[config.mk]
export PLATFORM = sky130hd
export DESIGN_NAME = tmr64_core
export DESIGN_NICKNAME = d
export VERILOG_FILES = /design/src/rtl/tmr64_pkg.sv /design/src/rtl/tmr64_prescaler.sv /design/src/rtl/tmr64_counter.sv /design/src/rtl/tmr64_regfile.sv /design/src/rtl/tmr64_core.sv
export SDC_FILE = /design/constraint.sdc
export NUM_CORES = 1
export LEC_CHECK = 0
export CAP_MARGIN = 20
export CELL_PAD_IN_SITES_DETAIL_PLACEMENT = 0
export CELL_PAD_IN_SITES_GLOBAL_PLACEMENT = 2
export CORE_MARGIN = 3
export CORE_UTILIZATION = 43
export CTS_CLUSTER_DIAMETER = 80
export DETAILED_ROUTE_END_ITERATION = 12
export DONT_BUFFER_PORTS = 1
export PLACE_DENSITY = 0.79
export SYNTH_ARGS = -nofsm -noshare
export SYNTH_HDL_FRONTEND = slang
export SYNTH_HIERARCHICAL = 1
export SYNTH_SLANG_ARGS = --single-unit
[constraint.sdc]
create_clock -name clk -period 4.35 [get_ports clk]
set_input_delay 1.305 -clock clk [delete_from_list [all_inputs] [get_ports clk]]
set_output_delay 1.305 -clock clk [all_outputs]
set_load 0.02 [all_outputs]
[src/rtl/tmr64_pkg.sv]
package tmr64_pkg;
  localparam int unsigned IDX_W = 3;

  localparam logic [IDX_W-1:0] IDX_CTRL   = 3'd0;
  localparam logic [IDX_W-1:0] IDX_MODE   = 3'd1;
  localparam logic [IDX_W-1:0] IDX_LIM_LO = 3'd2;
  localparam logic [IDX_W-1:0] IDX_LIM_HI = 3'd3;
  localparam logic [IDX_W-1:0] IDX_CNT_LO = 3'd4;
  localparam logic [IDX_W-1:0] IDX_CNT_HI = 3'd5;
  localparam logic [IDX_W-1:0] IDX_STAT   = 3'd6;

  localparam int unsigned MODE_ONESHOT_BIT = 0;
  localparam int unsigned MODE_RELOAD_BIT  = 1;
  localparam int unsigned MODE_DIV_LSB     = 8;
  localparam int unsigned CTRL_START_BIT   = 0;
endpackage

[src/rtl/tmr64_prescaler.sv]
module tmr64_prescaler #(
  parameter int unsigned PRE_W = 4
) (
  input  logic             clk,
  input  logic             rst_n,
  input  logic             run,
  input  logic             clr,
  input  logic [PRE_W-1:0] div,
  output logic             tick
);
  logic [PRE_W-1:0] pre_q, pre_d;

  assign tick = run && (pre_q == div);

  always_comb begin
    pre_d = pre_q;
    if (clr || !run)   pre_d = '0;
    else if (tick)     pre_d = '0;
    else               pre_d = pre_q + 1'b1;
  end

  always_ff @(posedge clk or negedge rst_n) begin
    if (!rst_n) pre_q <= '0;
    else        pre_q <= pre_d;
  end
endmodule

[src/rtl/tmr64_counter.sv]
module tmr64_counter #(
  parameter int unsigned CNT_W = 64
) (
  input  logic             clk,
  input  logic             rst_n,
  input  logic             ld_en,
  input  logic [CNT_W-1:0] ld_val,
  input  logic             tick,
  input  logic             oneshot,
  output logic [CNT_W-1:0] cnt,
  output logic             running,
  output logic             match
);
  logic [CNT_W-1:0] cnt_q, cnt_d, lim_q, lim_d;
  logic             run_q, run_d;

  assign match   = tick && !ld_en && (cnt_q == lim_q);
  assign cnt     = cnt_q;
  assign running = run_q;

  always_comb begin
    cnt_d = cnt_q;
    lim_d = lim_q;
    run_d = run_q;
    if (ld_en) begin
      cnt_d = '0;
      lim_d = ld_val;
      run_d = 1'b1;
    end else if (match) begin
      cnt_d = '0;
      run_d = !oneshot;
    end else if (tick) begin
      cnt_d = cnt_q + 1'b1;
    end
  end

  always_ff @(posedge clk or negedge rst_n) begin
    if (!rst_n) begin
      cnt_q <= '0;
      lim_q <= '0;
      run_q <= 1'b0;
    end else begin
      cnt_q <= cnt_d;
      lim_q <= lim_d;
      run_q <= run_d;
    end
  end
endmodule

[src/rtl/tmr64_regfile.sv]
module tmr64_regfile
  import tmr64_pkg::*;
#(
  parameter int unsigned DATA_W = 32,
  parameter int unsigned PRE_W  = 4,
  localparam int unsigned CNT_W = 2 * DATA_W
) (
  input  logic              clk,
  input  logic              rst_n,
  input  logic              bus_en,
  input  logic              bus_we,
  input  logic [IDX_W-1:0]  bus_addr,
  input  logic [DATA_W-1:0] bus_wdata,
  output logic [DATA_W-1:0] bus_rdata,
  input  logic [CNT_W-1:0]  cnt,
  input  logic              running,
  input  logic              match,
  output logic              ld_en,
  output logic [CNT_W-1:0]  ld_val,
  output logic              oneshot,
  output logic [PRE_W-1:0]  div,
  output logic              irq
);
  logic [DATA_W-1:0] lim_lo_q, lim_lo_d, lim_hi_q, lim_hi_d, shadow_q, shadow_d;
  logic              oneshot_q, oneshot_d, reload_q, reload_d, pend_q, pend_d;
  logic [PRE_W-1:0]  div_q, div_d;
  logic              wr, rd, start_cmd, fast_ld;
  logic [DATA_W-1:0] mode_rd;

  assign wr        = bus_en && bus_we;
  assign rd        = bus_en && !bus_we;
  assign start_cmd = wr && (bus_addr == IDX_CTRL) && bus_wdata[CTRL_START_BIT];
  assign fast_ld   = wr && (bus_addr == IDX_LIM_LO) && reload_q && running;

  assign ld_en   = start_cmd || fast_ld;
  assign ld_val  = fast_ld ? {lim_hi_q, bus_wdata} : {lim_hi_q, lim_lo_q};
  assign oneshot = oneshot_q;
  assign div     = div_q;
  assign irq     = pend_q;

  always_comb begin
    lim_lo_d  = lim_lo_q;
    lim_hi_d  = lim_hi_q;
    oneshot_d = oneshot_q;
    reload_d  = reload_q;
    div_d     = div_q;
    shadow_d  = shadow_q;
    if (wr && bus_addr == IDX_LIM_LO) lim_lo_d = bus_wdata;
    if (wr && bus_addr == IDX_LIM_HI) lim_hi_d = bus_wdata;
    if (wr && bus_addr == IDX_MODE) begin
      oneshot_d = bus_wdata[MODE_ONESHOT_BIT];
      reload_d  = bus_wdata[MODE_RELOAD_BIT];
      div_d     = bus_wdata[MODE_DIV_LSB +: PRE_W];
    end
    if (rd && bus_addr == IDX_CNT_LO) shadow_d = cnt[CNT_W-1:DATA_W];
    if (match)                             pend_d = 1'b1;
    else if (rd && bus_addr == IDX_STAT)   pend_d = 1'b0;
    else                                   pend_d = pend_q;
  end

  always_ff @(posedge clk or negedge rst_n) begin
    if (!rst_n) begin
      lim_lo_q  <= '0;
      lim_hi_q  <= '0;
      oneshot_q <= 1'b0;
      reload_q  <= 1'b0;
      div_q     <= '0;
      shadow_q  <= '0;
      pend_q    <= 1'b0;
    end else begin
      lim_lo_q  <= lim_lo_d;
      lim_hi_q  <= lim_hi_d;
      oneshot_q <= oneshot_d;
      reload_q  <= reload_d;
      div_q     <= div_d;
      shadow_q  <= shadow_d;
      pend_q    <= pend_d;
    end
  end

  always_comb begin
    mode_rd                         = '0;
    mode_rd[MODE_ONESHOT_BIT]       = oneshot_q;
    mode_rd[MODE_RELOAD_BIT]        = reload_q;
    mode_rd[MODE_DIV_LSB +: PRE_W]  = div_q;
  end

  always_comb begin
    bus_rdata = '0;
    if (rd) begin
      case (bus_addr)
        IDX_MODE:   bus_rdata = mode_rd;
        IDX_LIM_LO: bus_rdata = lim_lo_q;
        IDX_LIM_HI: bus_rdata = lim_hi_q;
        IDX_CNT_LO: bus_rdata = cnt[DATA_W-1:0];
        IDX_CNT_HI: bus_rdata = shadow_q;
        IDX_STAT:   bus_rdata = {{(DATA_W-1){1'b0}}, pend_q};
        default:    bus_rdata = '0;
      endcase
    end
  end
endmodule

[src/rtl/tmr64_core.sv]
module tmr64_core
  import tmr64_pkg::*;
#(
  parameter int unsigned DATA_W = 32,
  parameter int unsigned PRE_W  = 4,
  localparam int unsigned CNT_W = 2 * DATA_W
) (
  input  logic              clk,
  input  logic              rst_n,
  input  logic              bus_en,
  input  logic              bus_we,
  input  logic [IDX_W-1:0]  bus_addr,
  input  logic [DATA_W-1:0] bus_wdata,
  output logic [DATA_W-1:0] bus_rdata,
  output logic              irq
);
  logic             ld_en, tick, match, running, oneshot;
  logic [CNT_W-1:0] ld_val, cnt;
  logic [PRE_W-1:0] div;

  tmr64_regfile #(.DATA_W(DATA_W), .PRE_W(PRE_W)) u_regs (
    .clk(clk), .rst_n(rst_n),
    .bus_en(bus_en), .bus_we(bus_we), .bus_addr(bus_addr),
    .bus_wdata(bus_wdata), .bus_rdata(bus_rdata),
    .cnt(cnt), .running(running), .match(match),
    .ld_en(ld_en), .ld_val(ld_val), .oneshot(oneshot), .div(div), .irq(irq)
  );

  tmr64_prescaler #(.PRE_W(PRE_W)) u_pre (
    .clk(clk), .rst_n(rst_n), .run(running), .clr(ld_en), .div(div), .tick(tick)
  );

  tmr64_counter #(.CNT_W(CNT_W)) u_cnt (
    .clk(clk), .rst_n(rst_n), .ld_en(ld_en), .ld_val(ld_val), .tick(tick),
    .oneshot(oneshot), .cnt(cnt), .running(running), .match(match)
  );
endmodule

* Word-level counts from Yosys, hierarchy flattened
Cells that the tools add are included.
Word-level totals: logic and storage cells 57, output and inout port bits 33, bits of input ports 39, register bits after elaboration 236
Operators by class: equal/unequal tests 8, add/sub/neg operators 2, multiplexer cells 12, reduce and logical (&&, ||, !) cells 24
Operators with widths (count):
- 64-bit two-way mux | 3
- 32-bit one-hot mux with 6 select lines | 1
- 64-bit by 1-bit adder with 64-bit output (second input constant) | 1
- 64-bit == test | 1
- 32-bit two-way mux | 2
- 1-bit logical AND | 14
- 3-bit == test (second input constant) | 3
- 4-bit two-way mux | 2
- 3-bit by 2-bit == test with 1-bit output (second input constant) | 2
- 4-bit by 1-bit adder with 4-bit output (second input constant) | 1
- 4-bit == test | 1
- 1-bit zero test | 4
- 1-bit two-way mux | 4
- 2-bit nonzero test | 2
- 3-bit by 1-bit == test with 1-bit output (second input constant) | 1
- 3-bit zero test | 1
- 3-bit nonzero test | 1
- 1-bit logical OR | 2

* Longest topological paths before layout
Gate-level depths: netlist of the first run.
word-level depth 10, gate-level depth with buffers 14, gate-level depth less buffers 9

* Modules after synthesis
The synthesis of the first run kept the hierarchy.
Modules (own cells, without submodules):
- tmr64_counter | sequential area each 3228.1 um^2, cells an instance 608, area an instance 6451.2 um^2, times used 1
- tmr64_regfile | sequential area each 2577.5 um^2, cells an instance 458, area an instance 5611.6 um^2, times used 1
- tmr64_prescaler | sequential area each 100.1 um^2, cells an instance 23, area an instance 260.2 um^2, times used 1

* Worst setup path after synthesis of the first run
Ideal clock, no wire load.
kind input to register, start point input bus_addr[1], end point register u_cnt.cnt_q[61], in the netlist u_cnt/cnt[61], buffers on the path 4, slack 0.355 ns, data required time 4.272 ns, stages on the path 11, data arrival time 3.917 ns, path through buf_2 -> buf_1 -> a31oi_1 -> nor3_1 -> buf_2 -> o211ai_1 -> or2_2 -> or4_1 -> buf_2 -> or4_1 -> a21oi_1
On the way: cells in the longest elaborated chain, start to end 10, elaborated cells between the ends (all ways) 14, classes of those cells eq/ne (1); mux (2); reduce/logical (11)
Ends and longest elaborated chain:
- start, declared | RTL line tmr64_core.sv:12 | input logic [IDX_W-1:0] bus_addr,
- 3-bit by 2-bit == test with 1-bit output | RTL line tmr64_regfile.sv:33 | assign fast_ld = wr && (bus_addr == IDX_LIM_LO) && reload_q && running;
- 1-bit logical AND (3 in a row) | RTL line tmr64_regfile.sv:33
- 1-bit logical OR (*) | RTL line tmr64_regfile.sv:35 | assign ld_en = start_cmd || fast_ld;
- named net ld_en | RTL line tmr64_core.sv:17 | logic ld_en, tick, match, running, oneshot;
- 1-bit zero test | RTL line tmr64_counter.sv:17 | assign match = tick && !ld_en && (cnt_q == lim_q);
- 1-bit logical AND (2 in a row) | RTL line tmr64_counter.sv:17
- 64-bit two-way mux | RTL line tmr64_counter.sv:29 | end else if (match) begin
- 64-bit two-way mux | RTL line tmr64_counter.sv:25 | if (ld_en) begin
- end signal, assigned | RTL line tmr64_counter.sv:43 | cnt_q <= cnt_d;
- end, declared | RTL line tmr64_counter.sv:14 | logic [CNT_W-1:0] cnt_q, cnt_d, lim_q, lim_d;
The timed path passes the listed nets; every way through them passes the cells marked *. A chain may end at the register's enable or synchronous reset.

* Worst setup path in the final report of the first run
start point input bus_addr[1], end point output bus_rdata[11]
On the way: cells in the longest elaborated chain, start to end 3, elaborated cells between the ends (all ways) 8, classes of those cells eq/ne (6); mux (2)
Ends and longest elaborated chain:
- 3-bit == test (tied with other cells) | RTL line tmr64_regfile.sv:91 | case (bus_addr)
- 32-bit one-hot mux with 6 select lines (*) | RTL line tmr64_regfile.sv:91
- 32-bit two-way mux (*) | RTL line tmr64_regfile.sv:90 | if (rd) begin
- end, declared | RTL line tmr64_core.sv:14 | output logic [DATA_W-1:0] bus_rdata,
Every way passes the cells marked *; elsewhere a longest branch is shown, timed or not.

==> results.md, run 1 <==
- Run status: finished, final reports clean
- Internal power: between 4 and 5 mW
- Vias in the first global route: ~8600
- Fin. max-slew vios: 0
- Place WS: around 470 ps
- Yosys warning count: 6
- Crit path kind: in2out
- Die X: 175.3 um
- Setup_tns: 0 ps
- GRT Overall Usage: around 23%
- CP required: around 3000 ps
- Postcts setup bufs: 0
- Max-cap violation count: 0
- CP arrival: 2480 ps
- CTS Root Buffer Type: clkbuf_16
- Flop pwr share: between 40 and 50%
- Syn Inst Count: roughly 1100
- Critical-path maximum fanout: 69
- Most used cell, CP: buf_4
- Num CTS Buffers: 28
- Asr flop ratio synth: 100.0%
- 1st-pass router iterations: 7
- Worst Max-Slew Pin Slew: around 800 ps
- Later-pin clock latency in the skew report: about 540 ps
- Crit path from: bus_addr[1]
- Final Critical Period: 3787 ps
- Final period util: a little under 90%
- Setup ws final: approximately 560 ps
- Die area: a little over 0.03 mm^2
- RSZ-0062 raised after global routing: false
- Antenna Violating Nets Remaining: 0
- Post-CTS sizing: 0
- Syn_area_per_cell: 11.32 um^2
- CTS tree: yes
- H-Tree Depth: 1
- Total Wirelength: ~35000 um
- Reg2reg start: u_regs/div[1]$_DFFE_PN0P_
- Via count: 8628
- # setup viols final: 0
- Finished Layout Cells: between 1500 and 2000
- Layout cell share with drive strength beyond 1: between 20% and 30%
- Pwr Total: around 6.3 mW
- Top FF cell, synth: dfrtp_1
- Die Ht: roughly 180 um
- Overflow left after global routing: 0
- Post-synth cell types: roughly 60
- Area Overhead vs Synth: 12.85%
- Clock Power Share: between 30% and 40%
- HP Class: in2async
- Final worst clock skew: 11.76 ps
- I/O pin total: 72
- Syn_nets: 1130
- Final Instance Area: 0.01391 mm^2
- DR DRC count: 0
- Slew margin rel.: 46.81%
- Largest net degree at the start of global routing: about 240
- Placed Instance Area: 0.01294 mm^2
- Hold_buf cts: 0
- Critical Path Slowest Stage Cell: a211oi_1
- Rows: 61
- Sw Share: 27.88%
- First-pass GRT wire length: approximately 54000 um
- PwrDens: between 400 and 500 mW/mm^2
- Final Net Count: 1145
- Max Freq: around 260 MHz
- IO buf count: 0
- Commonest non-fill, non-tap cell in the layout: dfrtp_1
- Placed Instances: 1452
- EDFF count, synth: 0
- Leakage: roughly 6.3 nW
- Gate power share: 15.7%
- Routed vias/inst: between 5 and 6
- Switching pwr: between 1.5 and 2 mW
- RD Place Congestion: 0.8230
- Final Hold Fails: 0
- Initial antenna violation count: 2
- CTS clock-pin slew for the worst setup and hold paths: around 70 ps
- CTS sink count: between 200 and 250
- Max clock buf depth: 3
- Yosys reg bits: around 240
- DP Wirelength: around 23000 um
- Initial core utilization: between 40% and 50%
- Critical Path End Type: output port
- Crit start category: primary input
- Crit-path cells: nor2b_1 -> buf_4 -> a221oi_1 -> a211oi_1 -> buf_4
- Most frequent cells in the layout: dfrtp_1 (236), mux2_2 (169), nor2_1 (87)
- Peak VDD IR: ~230 uV
- Synthesized cell area: approximately 0.012 mm^2
- Initial DRC count: about 630
- Seq/Total Area, Yosys: 47.92%
- Slowest stage delay, CP: between 300 and 400 ps
- Routed wire length per instance: 23.39 um
- N_diodes: 0
- Core area: between 0.02 and 0.03 mm^2
==> metrics by stage <==
step / hold WS [ps] / utilization (%)
finish: 461.1 / 49.65
global route: 442.1 / 49.65
floorplan: 471.3 / -
detailed placement: 490.5 / 46.20
global placement: 487.6 / 46.20
CTS: 440.9 / 49.65
==> cell type report <==
| type | instances | area, um^2 |
|---|---|---|
| clock buffers | 41 | 820.8 |
| multi-input cells | 765 | 6036 |
| repair buffers | 54 | 455.4 |
| clock inverters | 11 | 145.1 |
| flip-flops and latches | 236 | 5906 |
| inverters | 19 | 71.32 |
| fillers | 2572 | 14100 |
| well taps | 378 | 473.0 |
==> metal layers <==
| metal | wire [um] | GRT usage, % | share of wire [%] |
|---|---|---|---|
| met5 | 23 | 0 | 0.065 |
| met1 | 16250 | 32.73 | 46 |
| met3 | 1702 | 3.307 | 4.8 |
| met4 | 996 | 6.184 | 2.8 |
| met2 | 16210 | 35.71 | 46 |
==> path summary, 6_finish.rpt <==
check | cells after the start | slack [ps] | to
worst max-delay path | 5 | 560 | bus_rdata[11]
worst min-delay path | 0 | 460 | u_regs/lim_lo_q[4]$_DFFE_PN0N_
worst max register to register | 10 | 960 | u_cnt/cnt[63]$_DFFE_PN0P_
worst min register to register | 1 | 500 | u_regs/shadow_q[0]$_DFFE_PN0P_
max in group asynchronous | 0 | 3410 | u_regs/div[2]$_DFFE_PN0P_
min in group clk | 1 | 500 | u_regs/shadow_q[0]$_DFFE_PN0P_
==> power by group through the flow <==
stage          Clock (mW)  Sequential (mW)  Combinational, mW
2_1_floorplan           0             2.78              0.786
3_3_place_gp            0             2.92              0.983
3_5_place_dp            0             2.93              0.995
4_1_cts              2.49             2.90               1.00
5_1_grt              2.57             2.95               1.08
6_report             2.43             2.90              0.997
==> kinds of logic (layout without fill, tap and decap cells) <==
| family | Yosys count | after routing | share of synthesized area [%] |
|---|---|---|---|
| and+or+nand+nor | 318 | 318 | 14.95 |
| DFF | 236 | 236 | 47.92 |
| muxes | 205 | 205 | 18.69 |
| AOI/OAI and AO/OA | 122 | 122 | 6.590 |
| xor gates and xnor gates | 118 | 118 | 8.387 |
| buffers and inverters | 88 | 125 | 3.259 |
| adders and majority gates | 2 | 2 | 0.2030 |
==> critical path, delay by kind of cell <==
family	cells	cell delay, ps
AO/OA/AOI/OAI	2	440
AND/OR/NAND/NOR	1	260
buffers and inverters	2	450
==> cells in the mapped netlist, types with 3 or more instances <==
cell | instances | share of area [%]
dfrtp_1 | 236 | 48
mux2_2 | 169 | 15
nor2_1 | 88 | 2.7
xor2_1 | 61 | 4.3
xnor2_1 | 57 | 4.1
and3b_1 | 52 | 3.7
mux2_1 | 32 | 2.9
a21oi_1 | 30 | 1.2
clkbuf_1 | 30 | 0.91
nand2_1 | 29 | 0.88
nand3_1 | 28 | 1.1
o21ai_0 | 28 | 1.1
a22oi_1 | 27 | 1.6
buf_2 | 22 | 0.89
nor4_1 | 22 | 1.1
nor3_1 | 19 | 0.77
inv_1 | 18 | 0.55
nand4_1 | 17 | 0.86
nor2b_1 | 13 | 0.66
a211oi_1 | 8 | 0.49
buf_1 | 7 | 0.21
nand2b_1 | 6 | 0.30
or4_1 | 6 | 0.37
a21o_1 | 5 | 0.30
a221oi_1 | 5 | 0.36
and3_1 | 5 | 0.25
buf_4 | 5 | 0.30
a2bb2oi_1 | 4 | 0.28
and4_1 | 4 | 0.28
mux2i_1 | 4 | 0.32
nand3b_1 | 4 | 0.24
or2_2 | 4 | 0.20
a2111oi_0 | 3 | 0.21
buf_6 | 3 | 0.27
nand4b_1 | 3 | 0.21
or3_1 | 3 | 0.15
==> registers in the layout, indices dropped and copies added, names as in the netlist <==
| name | flops |
|---|---|
| u_cnt/lim_q | 64 |
| u_cnt/cnt | 64 |
| u_regs/shadow_q | 32 |
| u_pre/pre_q | 4 |
| u_regs/oneshot | 1 |
| u_regs/div | 4 |
| u_regs/irq | 1 |
| u_regs/lim_lo_q | 32 |
| u_cnt/running | 1 |
| u_regs/reload_q | 1 |
| u_regs/lim_hi_q | 32 |
Power figures use the tool's default switching activity.
==> inputs of run 2 (changes only) <==
CELL_PAD_IN_SITES_DETAIL_PLACEMENT = not set   (was 0)
CELL_PAD_IN_SITES_GLOBAL_PLACEMENT = not set   (was 2)
CORE_UTILIZATION = 55   (was 43)
PLACE_DENSITY = 0.7   (was 0.79)
==> run 2 against run 1 <==
Flip-flop and latch count is the same; via count hardly changed; sequential power is essentially flat; utilization up 13 points; register-to-register slack got worse by 180 ps; design area down 1.8%; die area decreased by 21%.
==> results.md, run 2 (synthesized netlist as in run 1, its figures left out) <==
- Reg area: a little under 0.006 mm^2
- Hold_buf cts: 0
- 1st-pass router iterations: 5
- I/O pin total: 72
- Rows: between 50 and 60
- IO buf count: 0
- Final Critical Period: about 3700 ps
- Final worst clock skew: between 10 and 15 ps
- Area Overhead vs Synth: 10.82%
- Critical Path Slowest Stage Cell: buf_4
- Later-pin clock latency in the skew report: between 500 and 600 ps
- H-Tree Depth: 1
- CTS tree: yes
- Most frequent cells in the layout: dfrtp_1 (236), mux2_2 (169), nor2_1 (87)
- RSZ-0062 raised after global routing: false
- RD Place Congestion: ~0.96
- Slew margin rel.: a little over half
- Commonest non-fill, non-tap cell in the layout: dfrtp_1
- CTS Root Buffer Type: clkbuf_16
- Initial core utilization: 56.29%
- Worst Reg-to-Reg Cells: 8
- Num CTS Buffers: 26
- Stages on worst setup path: 5
- N_diodes: 0
- Total Wirelength: around 32000 um
- Run status: finished, final reports clean
- Die area: about 0.024 mm^2
- Initial antenna violation count: 0
- Most used cell, CP: buf_4
- Crit-path cells: and3b_1 -> buf_4 -> a22oi_1 -> a21oi_1 -> buf_4
- Initial DRC count: between 700 and 800
- Antenna Violating Nets Remaining: 0
- Worst Max-Slew Pin Slew: 709.0 ps
- CP delay by family, top: buffers and inverters
- Largest net degree at the start of global routing: roughly 240
- Final Hold Fails: 0
- Area of the multi-input gates: 0.006036 mm^2
- Critical-path maximum fanout: 68
- Routed wire length per instance: roughly 23 um
- DP Wirelength: 21120 um
- HP Class: in2async
- Max Freq: around 270 MHz
- Overflow left after global routing: 0
- Die X: roughly 160 um
- Crit path kind: in2out
- GRT Overall Usage: between 20% and 30%
- Post-Route Utilization: between 60% and 70%
- CP arrival: 2410 ps
- Postcts setup bufs: 0
- Vias in the first global route: between 8000 and 9000
- Via count: roughly 8600
- Max clock buf depth: 3
- Final Net Count: ~1100
- CP Buf/Inv Count: 2
- Routed vias/inst: between 6 and 7
- Peak VDD IR: approximately 300 uV
- DR DRC count: 0
- Setup_tns: 0 ps
- Leakage: roughly 6.2 nW
- # fillers: between 1500 and 2000
- Layout cell share with drive strength beyond 1: around 24%
- CTS sink count: about 240
- Die Ht: 155.7 um
- Slowest stage delay, CP: roughly 280 ps
- Post-CTS sizing: 0
- Final period util: roughly 85%
- Critical Path End Type: output port
- Core area: ~0.022 mm^2
- First-pass GRT wire length: around 51000 um
- Fin. max-slew vios: 0
- Max-cap violation count: 0
- CP required: 3040 ps
- # setup viols final: 0
- PwrDens: 447.1 mW/mm^2
- Crit start category: primary input
- CTS clock-pin slew for the worst setup and hold paths: around 60 ps
==> run 2: cell count changes in the layout (fill, tap and decap cells not counted), sizes merged <==
cell	change
clkinvlp	-2
buf	-3
bufinv	-2
clkinv	-4
clkbuf	+4
==> run 2: final cells by class <==
class / instances / share of cell area (%)
clock buffers: 45 / 6.175
clock inverters: 3 / 0.3115
inverters: 19 / 0.5222
multi-input cells: 765 / 44.20
flip-flops and latches: 236 / 43.24
well taps: 280 / 2.565
repair buffers: 51 / 2.987
==> run 2: worst paths after layout <==
check                           slack (ps)                      startpoint                               to
worst min register to register         510  u_regs/shadow_q[4]$_DFFE_PN0P_   u_regs/shadow_q[4]$_DFFE_PN0P_
worst max register to register         780       u_regs/div[1]$_DFFE_PN0P_        u_cnt/cnt[61]$_DFFE_PN0P_
min in group clk                       510  u_regs/shadow_q[4]$_DFFE_PN0P_   u_regs/shadow_q[4]$_DFFE_PN0P_
worst min-delay path                   480                           rst_n   u_regs/lim_hi_q[3]$_DFFE_PN0P_
worst max-delay path                   640                     bus_addr[2]                     bus_rdata[5]
max in group asynchronous             3460                           rst_n  u_regs/lim_hi_q[28]$_DFFE_PN0P_
==> run 2: routing by layer <==
metal  track usage, %  part of all wire [%]  up-vias
met3            3.384                   6.9       53
met4            5.877                   2.3        0
li1                 -                     -     3898
met2            41.57                    46      308
met5                0                     0        -
met1            39.92                    45     4366
==> run 2: worst register-to-register path, delay by kind of cell (launching register included) <==
| family | cells | cell delay, ps |
|---|---|---|
| compound gates | 3 | 760 |
| simple gates | 5 | 2330 |
| flops | 1 | 400 |
==> run 2: report_power, final <==
part | total, mW | internal (mW) | leakage, nW | switching [mW]
Clock | 2.23 | 1.36 | 0.432 | 0.866
Combinational | 0.975 | 0.529 | 2.70 | 0.447
Sequential | 2.90 | 2.55 | 3.11 | 0.349
Total | 6.11 | 4.44 | 6.24 | 1.66
==> run 2: stage by stage <==
stage | hold WS [ps] | total power [mW] | worst slack [ps] | area (um^2) | cells
6_report | 479.5 | 6.106 | 636.3 | 13660 | 1399
5_1_grt | 457.3 | 6.387 | 598.1 | 13660 | 1399
4_1_cts | 467.4 | 6.143 | 723.8 | 13660 | 1399
3_5_place_dp | 492.6 | 3.900 | 367.6 | 12770 | 1351
3_3_place_gp | 489.4 | 3.870 | 410.3 | 12770 | 1351
2_1_floorplan | 471.3 | 3.569 | 355.1 | 12320 | 1089
==> inputs of run 3 (changes only) <==
CORE_MARGIN = not set   (was 3)
==> run 3 against run 2 <==
Global-route usage is 2.1 points higher; highest routed layer unchanged; combinational power is 1% higher; sequential share of layout area is 0.24 points lower; design area is 0.57% higher; critical endpoint is now u_cnt/cnt[63]$_DFFE_PN0P_.
==> results.md, run 3 (synthesized netlist as in run 1, its figures left out) <==
- Run status: finished, final reports clean
- Largest net degree at the start of global routing: 237
- DR DRC count: 0
- CTS clock-pin slew for the worst setup and hold paths: approximately 60 ps
- Final Hold Fails: 0
- CP required: ~4800 ps
- Routed vias/inst: 6.181
- Overflow left after global routing: 0
- Leakage: about 6.3 nW
- RSZ-0062 raised after global routing: false
- Post-CTS sizing: 0
- Die Ht: about 150 um
- Num CTS Buffers: 26
- Setup_tns: 0 ps
- Initial antenna violation count: 0
- HP Class: in2async
- Reg2reg start: u_regs/div[1]$_DFFE_PN0P_
- CTS tree: yes
- First-pass GRT wire length: 49540 um
- Postcts setup bufs: 0
- Rows: 54
- Flop-to-flop setup slack: ~530 ps
- Worst Reg-to-Reg Cells: 8
- Initial DRC count: 650
- Later-pin clock latency in the skew report: approximately 530 ps
- Critical-path maximum fanout: 17
- 1st-pass router iterations: 5
- CTS sink count: around 240
- Crit path kind: reg2reg
- Post-Route Utilization: between 60% and 70%
- Total Wirelength: 31780 um
- Critical Path End Type: flop
- Die area: between 0.02 and 0.025 mm^2
- Worst r2r dst: u_cnt/cnt[63]$_DFFE_PN0P_
- Final Net Count: roughly 1100
- Die X: ~150 um
- Pwr Total: roughly 6.3 mW
- CTS Root Buffer Type: clkbuf_16
- Antenna Violating Nets Remaining: 0
- Critical Path Sink: u_cnt/cnt[63]$_DFFE_PN0P_
- Area Overhead vs Synth: 11.45%
- Worst Max-Slew Pin Slew: around 870 ps
- Core area: between 0.02 and 0.025 mm^2
- Max Freq: roughly 260 MHz
- PwrDens: around 460 mW/mm^2
- # setup viols final: 0
- H-Tree Depth: 1
- Layout cell share with drive strength beyond 1: between 20% and 30%
- Slew margin rel.: between 40% and 50%
- CP arrival: around 4300 ps
- Final Critical Period: ~3800 ps
- Vias in the first global route: roughly 8600
- Via count: 8622
- Most frequent cells in the layout: dfrtp_1 (236), mux2_2 (169), nor2_1 (87)
- Peak VDD IR: between 200 and 300 uV
- I/O pin total: between 70 and 80
- Initial core utilization: between 50% and 60%
- Final worst clock skew: approximately 15 ps
- Fin. max-slew vios: 0
- Max clock buf depth: 3
- Hold_buf cts: 0
- Crit path from: u_regs/div[1]$_DFFE_PN0P_
- Max-cap violation count: 0
- N_diodes: 0
- Crit start category: flop
- RD Place Congestion: 0.9116
- Final period util: between 80% and 90%
- DP Wirelength: roughly 21000 um
- Routed wire length per instance: around 23 um
- IO buf count: 0
- Commonest non-fill, non-tap cell in the layout: dfrtp_1
- GRT Overall Usage: about 29%
[run 3: how the worst min path moves through the flow]
stage                                     from                             end  slack, ps  cells past startpoint
2_1_floorplan  u_regs/lim_hi_q[25]$_DFFE_PN0P_     u_cnt/lim_q[57]$_DFFE_PN0P_        470                      2
5_1_grt                                  rst_n  u_regs/lim_lo_q[5]$_DFFE_PN0N_        460                      0
3_5_place_dp    u_regs/shadow_q[0]$_DFFE_PN0P_  u_regs/shadow_q[0]$_DFFE_PN0P_        490                      1
3_3_place_gp    u_regs/shadow_q[0]$_DFFE_PN0P_  u_regs/shadow_q[0]$_DFFE_PN0P_        490                      1
6_report                                 rst_n     u_regs/reload_q$_DFFE_PN0P_        480                      0
4_1_cts                                  rst_n          u_regs/irq$_DFFE_PN0P_        470                      0
[run 3: final cells by class]
| type | count | area, um^2 |
|---|---|---|
| Fill cell | 1785 | 8157 |
| Inverter | 19 | 71.32 |
| Tap cell | 280 | 350.3 |
| Multi-Input combinational cell | 765 | 6036 |
| Clock buffer | 37 | 773.2 |
| Sequential cell | 236 | 5906 |
| Clock inverter | 10 | 175.2 |
| Timing Repair Buffer | 48 | 422.9 |
[run 3: where the power goes]
group	internal [mW]	switching [mW]
registers	2.55	0.347
clock network	1.53	0.888
logic	0.524	0.463
total	4.60	1.70
[run 3: critical path, stage by stage (launching register included)]
cell and delay [ps]:
dfrtp_1 410, nor2b_2 180, a2111oi_4 430, and2_1 470, o211ai_1 220, or2_2 380
or4_1 860, or4_1 620, a21oi_1 160
[run 3: metal layers]
| layer | up-vias | share of wire (%) | global-route usage (%) |
|---|---|---|---|
| met1 | 4382 | 46 | 40.95 |
| li1 | 3906 | - | - |
| met5 | - | 0 | 0 |
| met4 | 0 | 3.3 | 10.59 |
| met2 | 273 | 45 | 44.18 |
| met3 | 61 | 5.9 | 4.251 |
[run 3: per-stage QoR]
step / worst slack (ps) / area [um^2] / hold slack (ps) / cells
after global placement: 406.5 / 12790 / 488.6 / 1348
after detailed placement: 352.0 / 12790 / 493.6 / 1348
after floorplan: 355.1 / 12320 / 471.3 / 1089
after CTS: 571.7 / 13730 / 467.6 / 1395
after global routing: 451.8 / 13730 / 464.9 / 1395
final: 525.5 / 13730 / 475.1 / 1395
